===== src/rtl/spi_erase_pkg.sv =====
package spi_erase_pkg;

    localparam logic [7:0] OP_WREN = 8'h06;
    localparam logic [7:0] OP_SE   = 8'h20;
    localparam logic [7:0] OP_CE   = 8'hC7;
    localparam logic [7:0] OP_RDSR = 8'h05;

    typedef enum logic [2:0] {
        ST_IDLE,
        ST_WREN_REQ,
        ST_WREN_WAIT,
        ST_ERASE_REQ,
        ST_ERASE_WAIT,
        ST_POLL_REQ,
        ST_POLL_WAIT,
        ST_SECTOR_END
    } seq_state_e;

    typedef enum logic [1:0] {
        CK_WREN,
        CK_ERASE,
        CK_CHIP,
        CK_POLL
    } cmd_kind_e;

    typedef enum logic [1:0] {
        RQ_OK,
        RQ_BAD_ADDR,
        RQ_BAD_LEN,
        RQ_RANGE
    } req_verdict_e;

endpackage


===== src/rtl/spi_erase_reqchk.sv =====
module spi_erase_reqchk
    import spi_erase_pkg::*;
#(
    parameter int unsigned       ADDR_W    = 32,
    parameter int unsigned       SEC_LOG2  = 12,
    parameter longint unsigned   DEV_BYTES = 64'h200_0000
) (
    input  logic [ADDR_W-1:0] start_addr,
    input  logic [ADDR_W-1:0] length,
    output req_verdict_e      verdict
);

    localparam logic [ADDR_W:0] LIMIT = (ADDR_W+1)'(DEV_BYTES);

    logic [ADDR_W:0] end_addr;
    assign end_addr = {1'b0, start_addr} + {1'b0, length};

    always_comb begin
        if (|start_addr[SEC_LOG2-1:0]) begin
            verdict = RQ_BAD_ADDR;
        end else if (|length[SEC_LOG2-1:0]) begin
            verdict = RQ_BAD_LEN;
        end else if (({1'b0, start_addr} >= LIMIT) || (end_addr > LIMIT)) begin
            verdict = RQ_RANGE;
        end else begin
            verdict = RQ_OK;
        end
    end

endmodule


===== src/rtl/spi_erase_walker.sv =====
module spi_erase_walker #(
    parameter int unsigned ADDR_W   = 32,
    parameter int unsigned SEC_LOG2 = 12
) (
    input  logic                         clk,
    input  logic                         rst_n,
    input  logic                         load,
    input  logic                         step,
    input  logic [ADDR_W-1:0]            base,
    input  logic [ADDR_W-SEC_LOG2-1:0]   sec_count,
    output logic [ADDR_W-1:0]            sec_addr,
    output logic                         last
);

    localparam int unsigned      CNT_W     = ADDR_W - SEC_LOG2 + 1;
    localparam logic [ADDR_W-1:0] SEC_BYTES = ADDR_W'(1) << SEC_LOG2;
    localparam logic [CNT_W-1:0]  CNT_ONE   = CNT_W'(1);

    logic [CNT_W-1:0] left_q;

    always_ff @(posedge clk or negedge rst_n) begin
        if (!rst_n) begin
            sec_addr <= '0;
            left_q   <= '0;
        end else if (load) begin
            sec_addr <= base;
            left_q   <= {1'b0, sec_count};
        end else if (step) begin
            sec_addr <= sec_addr + SEC_BYTES;
            left_q   <= left_q - CNT_ONE;
        end
    end

    assign last = (left_q == CNT_ONE);

endmodule


===== src/rtl/spi_erase_cmdfmt.sv =====
module spi_erase_cmdfmt
    import spi_erase_pkg::*;
#(
    parameter int unsigned ADDR_W = 32
) (
    input  cmd_kind_e         kind,
    input  logic              addr4b,
    input  logic [ADDR_W-1:0] sec_addr,
    output logic [7:0]        op,
    output logic [ADDR_W-1:0] addr,
    output logic [2:0]        addr_len,
    output logic              rd_byte
);

    logic [ADDR_W-1:0] low3;

    generate
        if (ADDR_W > 24) begin : g_trim
            assign low3 = {{(ADDR_W-24){1'b0}}, sec_addr[23:0]};
        end else begin : g_pass
            assign low3 = sec_addr;
        end
    endgenerate

    always_comb begin
        op       = OP_WREN;
        addr     = '0;
        addr_len = 3'd0;
        rd_byte  = 1'b0;
        unique case (kind)
            CK_WREN: op = OP_WREN;
            CK_ERASE: begin
                op       = OP_SE;
                addr     = addr4b ? sec_addr : low3;
                addr_len = addr4b ? 3'd4 : 3'd3;
            end
            CK_CHIP: op = OP_CE;
            CK_POLL: begin
                op      = OP_RDSR;
                rd_byte = 1'b1;
            end
        endcase
    end

endmodule


===== src/rtl/spi_erase_seq.sv =====
module spi_erase_seq
    import spi_erase_pkg::*;
#(
    parameter int unsigned     ADDR_W    = 32,
    parameter int unsigned     SEC_LOG2  = 12,
    parameter longint unsigned DEV_BYTES = 64'h200_0000,
    parameter logic [7:0]      BUSY_MASK = 8'h01
) (
    input  logic              clk,
    input  logic              rst_n,
    input  logic              start,
    input  logic              chip_mode,
    input  logic              addr_4b,
    input  logic [ADDR_W-1:0] start_addr,
    input  logic [ADDR_W-1:0] length,
    output logic              busy,
    output logic              cmd_valid,
    input  logic              cmd_ready,
    output logic [7:0]        cmd_op,
    output logic [ADDR_W-1:0] cmd_addr,
    output logic [2:0]        cmd_addr_len,
    output logic              cmd_rd_byte,
    input  logic              rsp_valid,
    input  logic [7:0]        rsp_data,
    output logic              progress_valid,
    output logic [ADDR_W-1:0] progress_addr,
    output logic              done,
    output logic              err_align_addr,
    output logic              err_align_len,
    output logic              err_range
);

    seq_state_e   state_q, state_d;
    req_verdict_e verdict;
    cmd_kind_e    kind;
    logic         chip_q, a4_q;
    logic         flash_busy;
    logic         accept, load, step, last;
    logic [ADDR_W-1:0] sec_addr;

    spi_erase_reqchk #(
        .ADDR_W(ADDR_W), .SEC_LOG2(SEC_LOG2), .DEV_BYTES(DEV_BYTES)
    ) u_reqchk (
        .start_addr(start_addr),
        .length    (length),
        .verdict   (verdict)
    );

    spi_erase_walker #(
        .ADDR_W(ADDR_W), .SEC_LOG2(SEC_LOG2)
    ) u_walker (
        .clk      (clk),
        .rst_n    (rst_n),
        .load     (load),
        .step     (step),
        .base     (start_addr),
        .sec_count(length[ADDR_W-1:SEC_LOG2]),
        .sec_addr (sec_addr),
        .last     (last)
    );

    spi_erase_cmdfmt #(
        .ADDR_W(ADDR_W)
    ) u_cmdfmt (
        .kind    (kind),
        .addr4b  (a4_q),
        .sec_addr(sec_addr),
        .op      (cmd_op),
        .addr    (cmd_addr),
        .addr_len(cmd_addr_len),
        .rd_byte (cmd_rd_byte)
    );

    assign accept     = (state_q == ST_IDLE) && start;
    assign load       = accept && !chip_mode;
    assign step       = (state_q == ST_SECTOR_END) && !last;
    assign flash_busy = |(rsp_data & BUSY_MASK);

    // next-state logic
    always_comb begin
        state_d = state_q;
        unique case (state_q)
            ST_IDLE: begin
                if (start) begin
                    if (chip_mode) begin
                        state_d = ST_WREN_REQ;
                    end else if ((verdict == RQ_OK) &&
                                 (|length[ADDR_W-1:SEC_LOG2])) begin
                        state_d = ST_WREN_REQ;
                    end
                end
            end
            ST_WREN_REQ:   if (cmd_ready) state_d = ST_WREN_WAIT;
            ST_WREN_WAIT:  if (rsp_valid) state_d = ST_ERASE_REQ;
            ST_ERASE_REQ:  if (cmd_ready) state_d = ST_ERASE_WAIT;
            ST_ERASE_WAIT: if (rsp_valid) state_d = ST_POLL_REQ;
            ST_POLL_REQ:   if (cmd_ready) state_d = ST_POLL_WAIT;
            ST_POLL_WAIT: begin
                if (rsp_valid) begin
                    if (flash_busy)  state_d = ST_POLL_REQ;
                    else if (chip_q) state_d = ST_IDLE;
                    else             state_d = ST_SECTOR_END;
                end
            end
            ST_SECTOR_END: state_d = last ? ST_IDLE : ST_WREN_REQ;
        endcase
    end

    // state register
    always_ff @(posedge clk or negedge rst_n) begin
        if (!rst_n) begin
            state_q <= ST_IDLE;
            chip_q  <= 1'b0;
            a4_q    <= 1'b0;
        end else begin
            state_q <= state_d;
            if (accept) begin
                chip_q <= chip_mode;
                a4_q   <= addr_4b;
            end
        end
    end

    // combinational outputs
    always_comb begin
        kind      = CK_WREN;
        cmd_valid = 1'b0;
        unique case (state_q)
            ST_WREN_REQ: begin
                kind      = CK_WREN;
                cmd_valid = 1'b1;
            end
            ST_ERASE_REQ: begin
                kind      = chip_q ? CK_CHIP : CK_ERASE;
                cmd_valid = 1'b1;
            end
            ST_POLL_REQ: begin
                kind      = CK_POLL;
                cmd_valid = 1'b1;
            end
            default: begin
                kind      = CK_WREN;
                cmd_valid = 1'b0;
            end
        endcase
    end

    assign busy = (state_q != ST_IDLE);

    // registered outputs
    always_ff @(posedge clk or negedge rst_n) begin
        if (!rst_n) begin
            progress_valid <= 1'b0;
            progress_addr  <= '0;
            done           <= 1'b0;
            err_align_addr <= 1'b0;
            err_align_len  <= 1'b0;
            err_range      <= 1'b0;
        end else begin
            progress_valid <= 1'b0;
            done           <= 1'b0;
            if (accept) begin
                err_align_addr <= 1'b0;
                err_align_len  <= 1'b0;
                err_range      <= 1'b0;
                if (!chip_mode) begin
                    unique case (verdict)
                        RQ_BAD_ADDR: err_align_addr <= 1'b1;
                        RQ_BAD_LEN:  err_align_len  <= 1'b1;
                        RQ_RANGE:    err_range      <= 1'b1;
                        RQ_OK:       done <= ~|length[ADDR_W-1:SEC_LOG2];
                    endcase
                end
            end
            if ((state_q == ST_POLL_WAIT) && rsp_valid && !flash_busy) begin
                if (chip_q) begin
                    done <= 1'b1;
                end else begin
                    progress_valid <= 1'b1;
                    progress_addr  <= sec_addr;
                end
            end
            if ((state_q == ST_SECTOR_END) && last) begin
                done <= 1'b1;
            end
        end
    end

endmodule


===== config.mk =====
export PLATFORM = sky130hd
export DESIGN_NAME = spi_erase_seq
export DESIGN_NICKNAME = d
export VERILOG_FILES = /design/src/rtl/spi_erase_pkg.sv /design/src/rtl/spi_erase_reqchk.sv /design/src/rtl/spi_erase_walker.sv /design/src/rtl/spi_erase_cmdfmt.sv /design/src/rtl/spi_erase_seq.sv
export SDC_FILE = /design/constraint.sdc
export NUM_CORES = 1
export LEC_CHECK = 0
export BUFFER_PORTS_ARGS = -buffer_cell sky130_fd_sc_hd__clkbuf_2
export CAP_MARGIN = 20
export CORE_MARGIN = 2
export CORE_UTILIZATION = 40
export CTS_CLUSTER_DIAMETER = 40
export DETAILED_ROUTE_END_ITERATION = 8
export MAX_ROUTING_LAYER = met4
export RECOVER_POWER = 100
export SLEW_MARGIN = 0
export SYNTH_ARGS = -nofsm -noshare
export SYNTH_HDL_FRONTEND = slang
export SYNTH_HIERARCHICAL = 1
export SYNTH_SLANG_ARGS = --single-unit
export TNS_END_PERCENT = 1

===== constraint.sdc =====
create_clock -name clk -period 3.6 [get_ports clk]
set_clock_uncertainty 0.2 [all_clocks]
set_input_delay 0.72 -clock clk [delete_from_list [all_inputs] [get_ports clk]]
set_output_delay 0.72 -clock clk [all_outputs]
set_load 0.1 [all_outputs]

* After elaboration in Yosys (flattened, before gate mapping)
Cells that the tools add are included.
** Word-level totals
- Logic and storage cells :: 105
- Register bits :: 95
** Operators by class
- Reduce and logical (&&, ||, !) cells :: 23
- Add/sub/neg operators :: 3
- Mux-type cells :: 43
- $lt $le $gt $ge :: 2
- Bitwise gates (word level) :: 1
- Eq/ne operators :: 22
** Operator list (count)
- 2-to-1 mux 32 bit :: 4
- 2-to-1 mux 21 bit :: 2
- 2-to-1 mux 3 bit :: 13
- adder 32 x 32 -> 33 bit :: 1
- greater-than comparator 33 x 26 -> 1 bit, second input constant :: 1
- adder 32 x 13 -> 32 bit, second input constant :: 1
- greater-or-equal comparator 32 x 26 -> 1 bit, second input constant :: 1
- case mux 8 bit (4 select lines) :: 1
- case mux 3 bit (8 select lines) :: 1
- OR reduction 12 bit :: 2
- == test 21 x 1 -> 1 bit, second input constant :: 1
- subtractor 21 x 1 -> 21 bit, second input constant :: 1
- OR reduction 20 bit :: 1
- 2-to-1 mux 1 bit :: 17
- != test 2 bit, second input constant :: 7
- == test 3 bit, second input constant :: 4
- == test 2 bit, second input constant :: 4
- 2-to-1 mux 2 bit :: 4
- AND reduction 8 bit :: 1
- logical AND 1 bit :: 7
- == test 3 x 2 -> 1 bit, second input constant :: 2
- == test 2 x 1 -> 1 bit, second input constant :: 2
- logical NOT 1 bit :: 4
- logical NOT 2 bit :: 2
- 10 further kinds :: 10

* Longest topological paths before layout
Gate-level depths: netlist of run 1.
- Word-level depth :: 13
- Gate-level depth with buffers :: 14
- Gate-level depth less buffers :: 14

* Cells and area by module
The synthesis of run 1 kept the hierarchy.
** By module, submodules not included
- spi_erase_walker :: area an instance 2781.4 sq um, seq. area each 1326.3 sq um, times used 1, cells each 287
- spi_erase_reqchk :: area an instance 2419.8 sq um, seq. area each 0.0 sq um, times used 1, cells each 349
- spi_erase_seq :: area an instance 1929.4 sq um, seq. area each 1051.0 sq um, times used 1, cells each 141
- spi_erase_cmdfmt :: area an instance 435.4 sq um, seq. area each 0.0 sq um, times used 1, cells each 53

* Least setup slack after synthesis of run 1
OpenSTA, ideal clock, no wires.
- Kind :: flip-flop to output port
- Start point :: reg state_q[2]
- End point :: out cmd_addr_len[1]
- Data required time :: 2680 ps
- Data arrival time :: 3961 ps
- Stages on the path, launching flop included :: 8
- Path buffers :: 3
- Path slack :: -1281 ps
- Cell sequence :: dfrtp_1 clkbuf_1 nand2b_1 o21ai_0 and2_1 buf_2 nor3b_1 buf_4
** On the way
- Word-level cells in the longest chain between the ends :: 4
- Elaborated cells between the ends (all ways) :: 5
** Ends and longest elaborated chain
- from (decl) :: RTL line spi_erase_seq.sv:33 : seq_state_e state_q, state_d;
- from (signal assigned) :: RTL line spi_erase_seq.sv:116 : state_q <= state_d;
- == test 3 bit or == test 3 x 2 -> 1 bit (tied branches) :: RTL line spi_erase_seq.sv:128 : unique case (state_q)
- case mux 2 bit (2 select lines) (*) :: RTL line spi_erase_seq.sv:128
- via kind[0] :: RTL line spi_erase_seq.sv:35 : cmd_kind_e kind;
- == test 2 x 1 -> 1 bit (*) :: RTL line spi_erase_cmdfmt.sv:30 : unique case (kind)
- 2-to-1 mux 3 bit (*) :: RTL line spi_erase_cmdfmt.sv:30
- to (decl) :: RTL line spi_erase_seq.sv:21 : output logic [2:0] cmd_addr_len,
The timed path passes the listed nets; every way through them passes the cells marked *.

* Worst setup path after layout of run 1
- Start point :: in length[12]
- End point :: reg err_align_len
** On the way
- Word-level cells in the longest chain between the ends :: 9
** Ends and longest elaborated chain
- from (decl) :: RTL line spi_erase_seq.sv:15 : input logic [ADDR_W-1:0] length,
- adder 32 x 32 -> 33 bit :: RTL line spi_erase_reqchk.sv:16 : assign end_addr = {1'b0, start_addr} + {1'b0, length};
- greater-than comparator 33 x 26 -> 1 bit :: RTL line spi_erase_reqchk.sv:23 : end else if (({1'b0, start_addr} >= LIMIT) || (end_addr > LIMIT)) begin
- logical OR 1 bit :: RTL line spi_erase_reqchk.sv:23
- 2-to-1 mux 2 bit :: RTL line spi_erase_reqchk.sv:23
- 2-to-1 mux 2 bit :: RTL line spi_erase_reqchk.sv:21 : end else if (|length[SEC_LOG2-1:0]) begin
- 2-to-1 mux 2 bit :: RTL line spi_erase_reqchk.sv:19 : if (|start_addr[SEC_LOG2-1:0]) begin
- via verdict[0] :: RTL line spi_erase_seq.sv:34 : req_verdict_e verdict;
- == test 2 bit :: RTL line spi_erase_seq.sv:167 : unique case (verdict)
- 2-to-1 mux 1 bit :: RTL line spi_erase_seq.sv:167
- 2-to-1 mux 1 bit :: RTL line spi_erase_seq.sv:166 : if (!chip_mode) begin
- to (signal assigned) :: RTL line spi_erase_seq.sv:157 : err_align_len <= 1'b0;
- to (signal assigned) :: RTL line spi_erase_seq.sv:164 : err_align_len <= 1'b0;
- to (signal assigned) :: RTL line spi_erase_seq.sv:169 : RQ_BAD_LEN: err_align_len <= 1'b1;
- to (decl) :: RTL line spi_erase_seq.sv:29 : output logic err_align_len,
The timed path passes the listed nets, and every way through them passes these cells.
A chain may end at the register's enable or synchronous reset.

==> results of run 1 <==
-- state kept, by name (all words and copies together) (netlist names) --
| signal | flops |
|---|---|
| a4_q | 1 |
| chip_q | 1 |
| done | 1 |
| err_align_addr | 1 |
| err_align_len | 1 |
| err_range | 1 |
| progress_addr | 32 |
| progress_valid | 1 |
| state_q | 3 |
| u_walker/left_q | 21 |
| u_walker/sec_addr | 32 |
-- metrics by stage --
stage	cell area, um2	utilization
2_1_floorplan	7580	-
3_3_place_gp	9980	0.536
3_5_place_dp	9980	0.536
4_1_cts	10500	0.562
5_1_grt	10300	0.555
6_report	10300	0.555
-- routing by layer --
| metal | part of all wire | vias to the layer above | routed length (um) | track usage |
|---|---|---|---|---|
| li1 | - | 3722 | - | - |
| met4 | 0.035 | 0 | 875 | 0.103 |
| met3 | 0.042 | 50 | 1040 | 0.0226 |
| met5 | 0 | - | 0 | - |
| met2 | 0.46 | 241 | 11400 | 0.387 |
| met1 | 0.46 | 3670 | 11600 | 0.352 |
-- final cells by class --
cell class / count / area [um2]
tap: 234 / 293
fill: 1787 / 8300
inverter: 24 / 90.1
sequential: 95 / 2380
clock buffer: 10 / 229
timing repair buffer: 361 / 2390
clock inverter: 5 / 57.6
multi-input combinational: 660 / 4910
-- final timing paths --
path,endpoint,start,cells past startpoint
max,err_align_len,length[12],15
min,err_range,err_range,2
max reg2reg,u_walker/sec_addr[11],state_q[1],5
min reg2reg,err_range,err_range,2
max in group asynchronous,progress_addr[27],rst_n,2
min in group asynchronous,progress_addr[7],rst_n,1
-- cells by family (layout without fill, tap and decap cells) --
family,Yosys count,in the layout
multiplexers,57,57
XOR/XNOR,38,38
buffers and inverters,76,400
flip-flops,95,95
adder cells (fa/ha/maj),36,36
AO/OA/AOI/OAI,197,197
other,1,2
AND/OR/NAND/NOR,330,330
-- placed cells by master (no fill, tap or decap), types with 4 or more instances in the layout --
cell type                     n
sky130_fd_sc_hd__or4_1        6
sky130_fd_sc_hd__nor4_1      21
sky130_fd_sc_hd__nand2_1     92
sky130_fd_sc_hd__nor2_1      41
sky130_fd_sc_hd__a211o_1      4
sky130_fd_sc_hd__o21a_1       4
sky130_fd_sc_hd__inv_1       24
sky130_fd_sc_hd__ha_1        28
sky130_fd_sc_hd__and2_1       4
sky130_fd_sc_hd__mux2_2      20
sky130_fd_sc_hd__mux2i_1      7
sky130_fd_sc_hd__xor2_1      18
sky130_fd_sc_hd__clkbuf_4     7
sky130_fd_sc_hd__nor2b_1      8
sky130_fd_sc_hd__a21oi_1     30
sky130_fd_sc_hd__and4b_1      8
sky130_fd_sc_hd__a21o_1       5
sky130_fd_sc_hd__mux2_1      29
sky130_fd_sc_hd__nand3_1     23
sky130_fd_sc_hd__and3b_1     27
sky130_fd_sc_hd__a31oi_1      8
sky130_fd_sc_hd__nand4_1     21
sky130_fd_sc_hd__clkbuf_2    83
sky130_fd_sc_hd__a221o_1      6
sky130_fd_sc_hd__o21ai_1     12
sky130_fd_sc_hd__clkbuf_16    9
sky130_fd_sc_hd__nor3_1      21
sky130_fd_sc_hd__buf_4      223
sky130_fd_sc_hd__dfrtp_1     95
sky130_fd_sc_hd__xnor2_1     20
sky130_fd_sc_hd__clkbuf_1    43
sky130_fd_sc_hd__a22oi_1      5
sky130_fd_sc_hd__a21oi_2      5
sky130_fd_sc_hd__nand2b_1     8
sky130_fd_sc_hd__nand3_2      4
sky130_fd_sc_hd__nand3b_1     4
sky130_fd_sc_hd__or3_1       12
sky130_fd_sc_hd__o21ai_0     64
sky130_fd_sc_hd__ha_2         4
-- critical path, cell delays in order --
cell and delay (ps):
sky130_fd_sc_hd__clkbuf_2 110, sky130_fd_sc_hd__ha_2 420, sky130_fd_sc_hd__and2_4 200, sky130_fd_sc_hd__nand4_4 120, sky130_fd_sc_hd__buf_4 160, sky130_fd_sc_hd__nor3_1 180
sky130_fd_sc_hd__nor3_2 110, sky130_fd_sc_hd__a32oi_1 210, sky130_fd_sc_hd__o2111ai_1 140, sky130_fd_sc_hd__or4_4 510, sky130_fd_sc_hd__o41ai_4 280, sky130_fd_sc_hd__buf_4 190
sky130_fd_sc_hd__a31oi_2 110, sky130_fd_sc_hd__buf_4 150, sky130_fd_sc_hd__o41ai_1 290
-- power by group --
group	internal (mW)	total [mW]	leakage (nW)	switching (mW)
Clock	0.538	0.962	0.143	0.424
Combinational	1.24	4.60	3.37	3.37
Sequential	1.54	2.05	1.16	0.510
-- timing repair --
action,CTS,global route
setup endpoints to repair,5,23
pin swaps,25,13
buffers inserted,5,2
gates resized for setup,30,16
==> flow_summary.json, run 1 <==
{
  "number_of_cell_rows": 50,
  "cts_bufs_inserted": 9,
  "h-tree-depth": 3,
  "placement.setup.worst_slack_ps": -982,
  "grt_setup_unrepaired": "true",
  "cp.arrival_ps": 3930,
  "portBuffers": 152,
  "yosys.area_share.adder": 0.0605,
  "post-synth-top-area-cell": "sky130_fd_sc_hd__dfrtp_1",
  "setup.reg_to_reg.worst_slack_ps": -90,
  "min_path_type": "register to register",
  "num_antenna_cells": 0,
  "fmax_mhz": 257,
  "place.detailed.instances": 1367,
  "number_of_antenna_violations_at_the_first_check_in_global_routing": 0,
  "grt_max_degree": 50,
  "synth-seq-area-share": 0.314,
  "yosysUniqueCellTypes": 87,
  "ys_async_sr_fraction": 1.00,
  "placeableCoreArea_mm2": 0.0186,
  "ys_dominant_reg_cell": "sky130_fd_sc_hd__dfrtp_1",
  "area.growth.synth_to_final_pct": 36.8,
  "vias_in_the_first_global_route": 7268,
  "route.detailed.drc": 0,
  "pwr_density_cell_mw_per_mm2": 735,
  "netlist_instances": 830,
  "synthTopCellsByArea": "sky130_fd_sc_hd__dfrtp_1, sky130_fd_sc_hd__ha_1, sky130_fd_sc_hd__mux2_4",
  "cts_tree": "yes",
  "via_count": 7683,
  "routed_wirelength_um": 24900,
  "tmin_final_ps": 3890,
  "synth.top_cells.by_count": "sky130_fd_sc_hd__dfrtp_1, sky130_fd_sc_hd__nand2_1, sky130_fd_sc_hd__o21ai_0, sky130_fd_sc_hd__nor2_1, sky130_fd_sc_hd__ha_1",
  "clkLatencyLatePin_ps": 350,
  "cts_hold_bufs": 0,
  "syn_avg_cell_area_um2": 9.12,
  "die_y_um": 142,
  "final-hold-violation-count": 0,
  "post_detail_place_hpwl_um": 19600,
  "via_per_inst": 5.53,
  "nets": 1266,
  "die_area_mm2": 0.0200,
  "worstMarginPinSlew_ps": 1360,
  "power.ir.vdd_worst_mv": 0.391,
  "status": "finished with violations",
  "worst_slack_ps": -292,
  "grt_util_all_layers": 0.255,
  "ys_warn_count": 6,
  "total_of_flip_flops_plus_latches_after_synthesis": 95,
  "synthesis.area_mm2": 0.00757,
  "wl_per_cell_um": 17.9,
  "die-width_um": 142,
  "synth_compound_gate_area_share": 0.182,
  "io_pins": 162,
  "total_power_mw": 7.61,
  "post_synth_mux_area_share": 0.0981,
  "clock-root-buffer": "sky130_fd_sc_hd__clkbuf_16",
  "relSlewSlack": 0.0919,
  "final-max-slew-violation-count": 0,
  "worstPathMaxFanout": 7,
  "final_non_filler_cells": 1389,
  "synth-xor-area-share": 0.0440,
  "synthSimpleGateAreaFrac": 0.248,
  "totalNegativeSetupSlack_ps": -2200,
  "violations": "negative setup slack",
  "drive_gt1_frac": 0.361,
  "cts-root-to-sink-buffers": 2,
  "end_kind": "register",
  "power_leakage_nw": 4.68,
  "startpoint_type": "input port",
  "wire_length_of_the_first_global_routing_pass_um": 39000,
  "initial_utilization": 0.406,
  "finalWeightedCongestion": 0.927,
  "tritoncts_num_sinks": 95,
  "top_count_cell_post_synth": "sky130_fd_sc_hd__dfrtp_1",
  "drt.antenna.violating_nets": 0,
  "drt_first_pass_iters": 4,
  "main_combinational_cell_family_by_area_after_synthesis": "simple AND/OR/NAND/NOR gates",
  "finalHoldWorstSlack_ps": 295,
  "synth_enable_flop_cells": 0,
  "critPathRequiredTime_ps": 3640,
  "yosysTopAreaCellShare": 0.314,
  "finalCritPeriodShare": 1.08,
  "max-cap-violations": 0,
  "setup_viol_count_final": 17,
  "worst-setup-path-type": "input port to register",
  "clkTransAtPathRegs_ps": 70,
  "grt_remaining_overflow": 0,
  "first_iter_violations": 529
}
Note: power is estimated with default switching activity, not from simulation.
==> inputs of run 2 (changes only) <==
--- a/config.mk
+++ b/config.mk
@@ -13,6 +13,7 @@
 export DETAILED_ROUTE_END_ITERATION = 8
 export MAX_ROUTING_LAYER = met4
 export RECOVER_POWER = 100
+export SKIP_CTS_REPAIR_TIMING = 1
 export SLEW_MARGIN = 0
 export SYNTH_ARGS = -nofsm -noshare
 export SYNTH_HDL_FRONTEND = slang
==> flow_summary.json, run 2 (same netlist as run 1, synthesis figures left out) <==
{
  "status": "finished with violations",
  "violations": "negative setup slack",
  "routed_wirelength_um": 25000,
  "most_common_cell_after_layout_fill_and_taps_aside": "sky130_fd_sc_hd__buf_4",
  "reg_top3": "progress_addr x32, u_walker/sec_addr x32, u_walker/left_q x21",
  "final-hold-violation-count": 0,
  "io_pins": 162,
  "wire_length_of_the_first_global_routing_pass_um": 38600,
  "finalCritPeriodShare": 1.11,
  "cts_bufs_inserted": 9,
  "portBuffers": 152,
  "drt_first_pass_iters": 5,
  "number_of_antenna_violations_at_the_first_check_in_global_routing": 0,
  "totalNegativeSetupSlack_ps": -2610,
  "post_route_core_utilization": 0.558,
  "detailed_place.area_mm2": 0.00998,
  "worstPathMaxFanout": 6,
  "final_cell_area_mm2": 0.0104,
  "cp.arrival_ps": 4050,
  "cts_tree": "yes",
  "layout_common_cells": "sky130_fd_sc_hd__buf_4, sky130_fd_sc_hd__dfrtp_1, sky130_fd_sc_hd__nand2_1, sky130_fd_sc_hd__clkbuf_2, sky130_fd_sc_hd__o21ai_0",
  "power.ir.vdd_worst_mv": 0.390,
  "setup_viol_count_final": 17,
  "grt_util_met3": 0.0226,
  "vias_in_the_first_global_route": 7182,
  "setup.reg_to_reg.worst_slack_ps": -90,
  "critPathRequiredTime_ps": 3650,
  "tmin_final_ps": 3990,
  "route.detailed.drc": 0,
  "num_antenna_cells": 0,
  "die_area_mm2": 0.0200,
  "post_detail_place_hpwl_um": 19600,
  "wl_per_cell_um": 18.1,
  "globalRouteMet2Util": 0.385,
  "min_path_type": "register to register",
  "end_kind": "register",
  "grt.busiest_layer": "met2",
  "grt_remaining_overflow": 0,
  "worst-setup-path-type": "input port to register",
  "pwr_density_cell_mw_per_mm2": 733,
  "drive_gt1_frac": 0.364,
  "placeableCoreArea_mm2": 0.0186,
  "drt.antenna.violating_nets": 0,
  "worst_slack_ps": -391,
  "max-cap-violations": 0,
  "finalWeightedCongestion": 0.927,
  "area.growth.synth_to_final_pct": 37.5,
  "clock-root-buffer": "sky130_fd_sc_hd__clkbuf_16",
  "final-max-slew-violation-count": 0,
  "fmax_mhz": 251,
  "power_leakage_nw": 4.66,
  "initial_utilization": 0.406,
  "number_of_cell_rows": 50,
  "cts-root-to-sink-buffers": 2,
  "grt_max_degree": 50,
  "h-tree-depth": 3,
  "via_count": 7634,
  "grt_setup_unrepaired": "true",
  "grt_util_all_layers": 0.252,
  "via_per_inst": 5.51,
  "relSlewSlack": 0.0973,
  "first_iter_violations": 459,
  "die-width_um": 142,
  "gr-usage-met1": 0.349,
  "num-fill-cells": 1779,
  "worstMarginPinSlew_ps": 1350,
  "startpoint_type": "input port",
  "nets": 1262,
  "clkLatencyLatePin_ps": 350,
  "tritoncts_num_sinks": 95,
  "die_y_um": 142,
  "clkTransAtPathRegs_ps": 70
}
-- run 2: changes by cell type in the layout (fill, tap and decap cells not counted), sizes merged --
| cell | before | now |
|---|---|---|
| buf | 229 | 227 |
| clkbuf | 142 | 140 |
-- run 2: path summary, 6_finish.rpt --
check,startpoint,end,cells after the start
max,start_addr[4],state_q[0],14
min,err_range,err_range,2
max reg2reg,state_q[1],u_walker/sec_addr[11],5
min reg2reg,err_range,err_range,2
max in group asynchronous,rst_n,progress_addr[27],2
min in group asynchronous,rst_n,progress_addr[7],1
-- run 2: routing by layer --
metal,up-vias,part of all wire
li1,3718,-
met1,3653,0.47
met2,217,0.46
met3,46,0.038
met4,0,0.034
met5,-,0
-- run 2: area by class of cell --
type,instances,area [um2],area share
clock buffers,10,229,0.0220
well taps,234,293,0.0281
clock inverters,5,57.6,0.00553
repair buffers,357,2360,0.227
inverters,24,90.1,0.00866
multi-input cells,660,4990,0.480
flip-flops and latches,95,2380,0.229
-- run 2: stage by stage --
step | setup slack (ps) | power (mW) | hold WS (ps) | instances
finish | -391 | 7.62 | 294 | 1385
global route | -448 | 8.02 | 318 | 1385
CTS | -625 | 7.75 | 222 | 1382
detailed placement | -982 | 6.77 | 280 | 1367
global placement | -965 | 6.70 | 261 | 1367
floorplan | -393 | 5.62 | 224 | 831
-- run 2: power breakdown --
group | switching, mW | total (mW) | internal [mW] | leakage, nW
combinational | 3.38 | 4.62 | 1.24 | 3.35
clock | 0.419 | 0.957 | 0.538 | 0.143
sequential | 0.510 | 2.05 | 1.54 | 1.16
total | 4.31 | 7.62 | 3.32 | 4.66
-- run 2: critical path, stage by stage --
cell and delay (ps):
sky130_fd_sc_hd__clkbuf_2 100, sky130_fd_sc_hd__ha_1 420, sky130_fd_sc_hd__nand2_1 140, sky130_fd_sc_hd__o31ai_4 330, sky130_fd_sc_hd__a21oi_1 170, sky130_fd_sc_hd__a211oi_1 400, sky130_fd_sc_hd__o2111ai_1 170, sky130_fd_sc_hd__or4_4 520
sky130_fd_sc_hd__o41ai_4 310, sky130_fd_sc_hd__buf_6 180, sky130_fd_sc_hd__a31oi_4 90, sky130_fd_sc_hd__o21ai_1 130, sky130_fd_sc_hd__o21ai_1 80, sky130_fd_sc_hd__o32ai_1 270
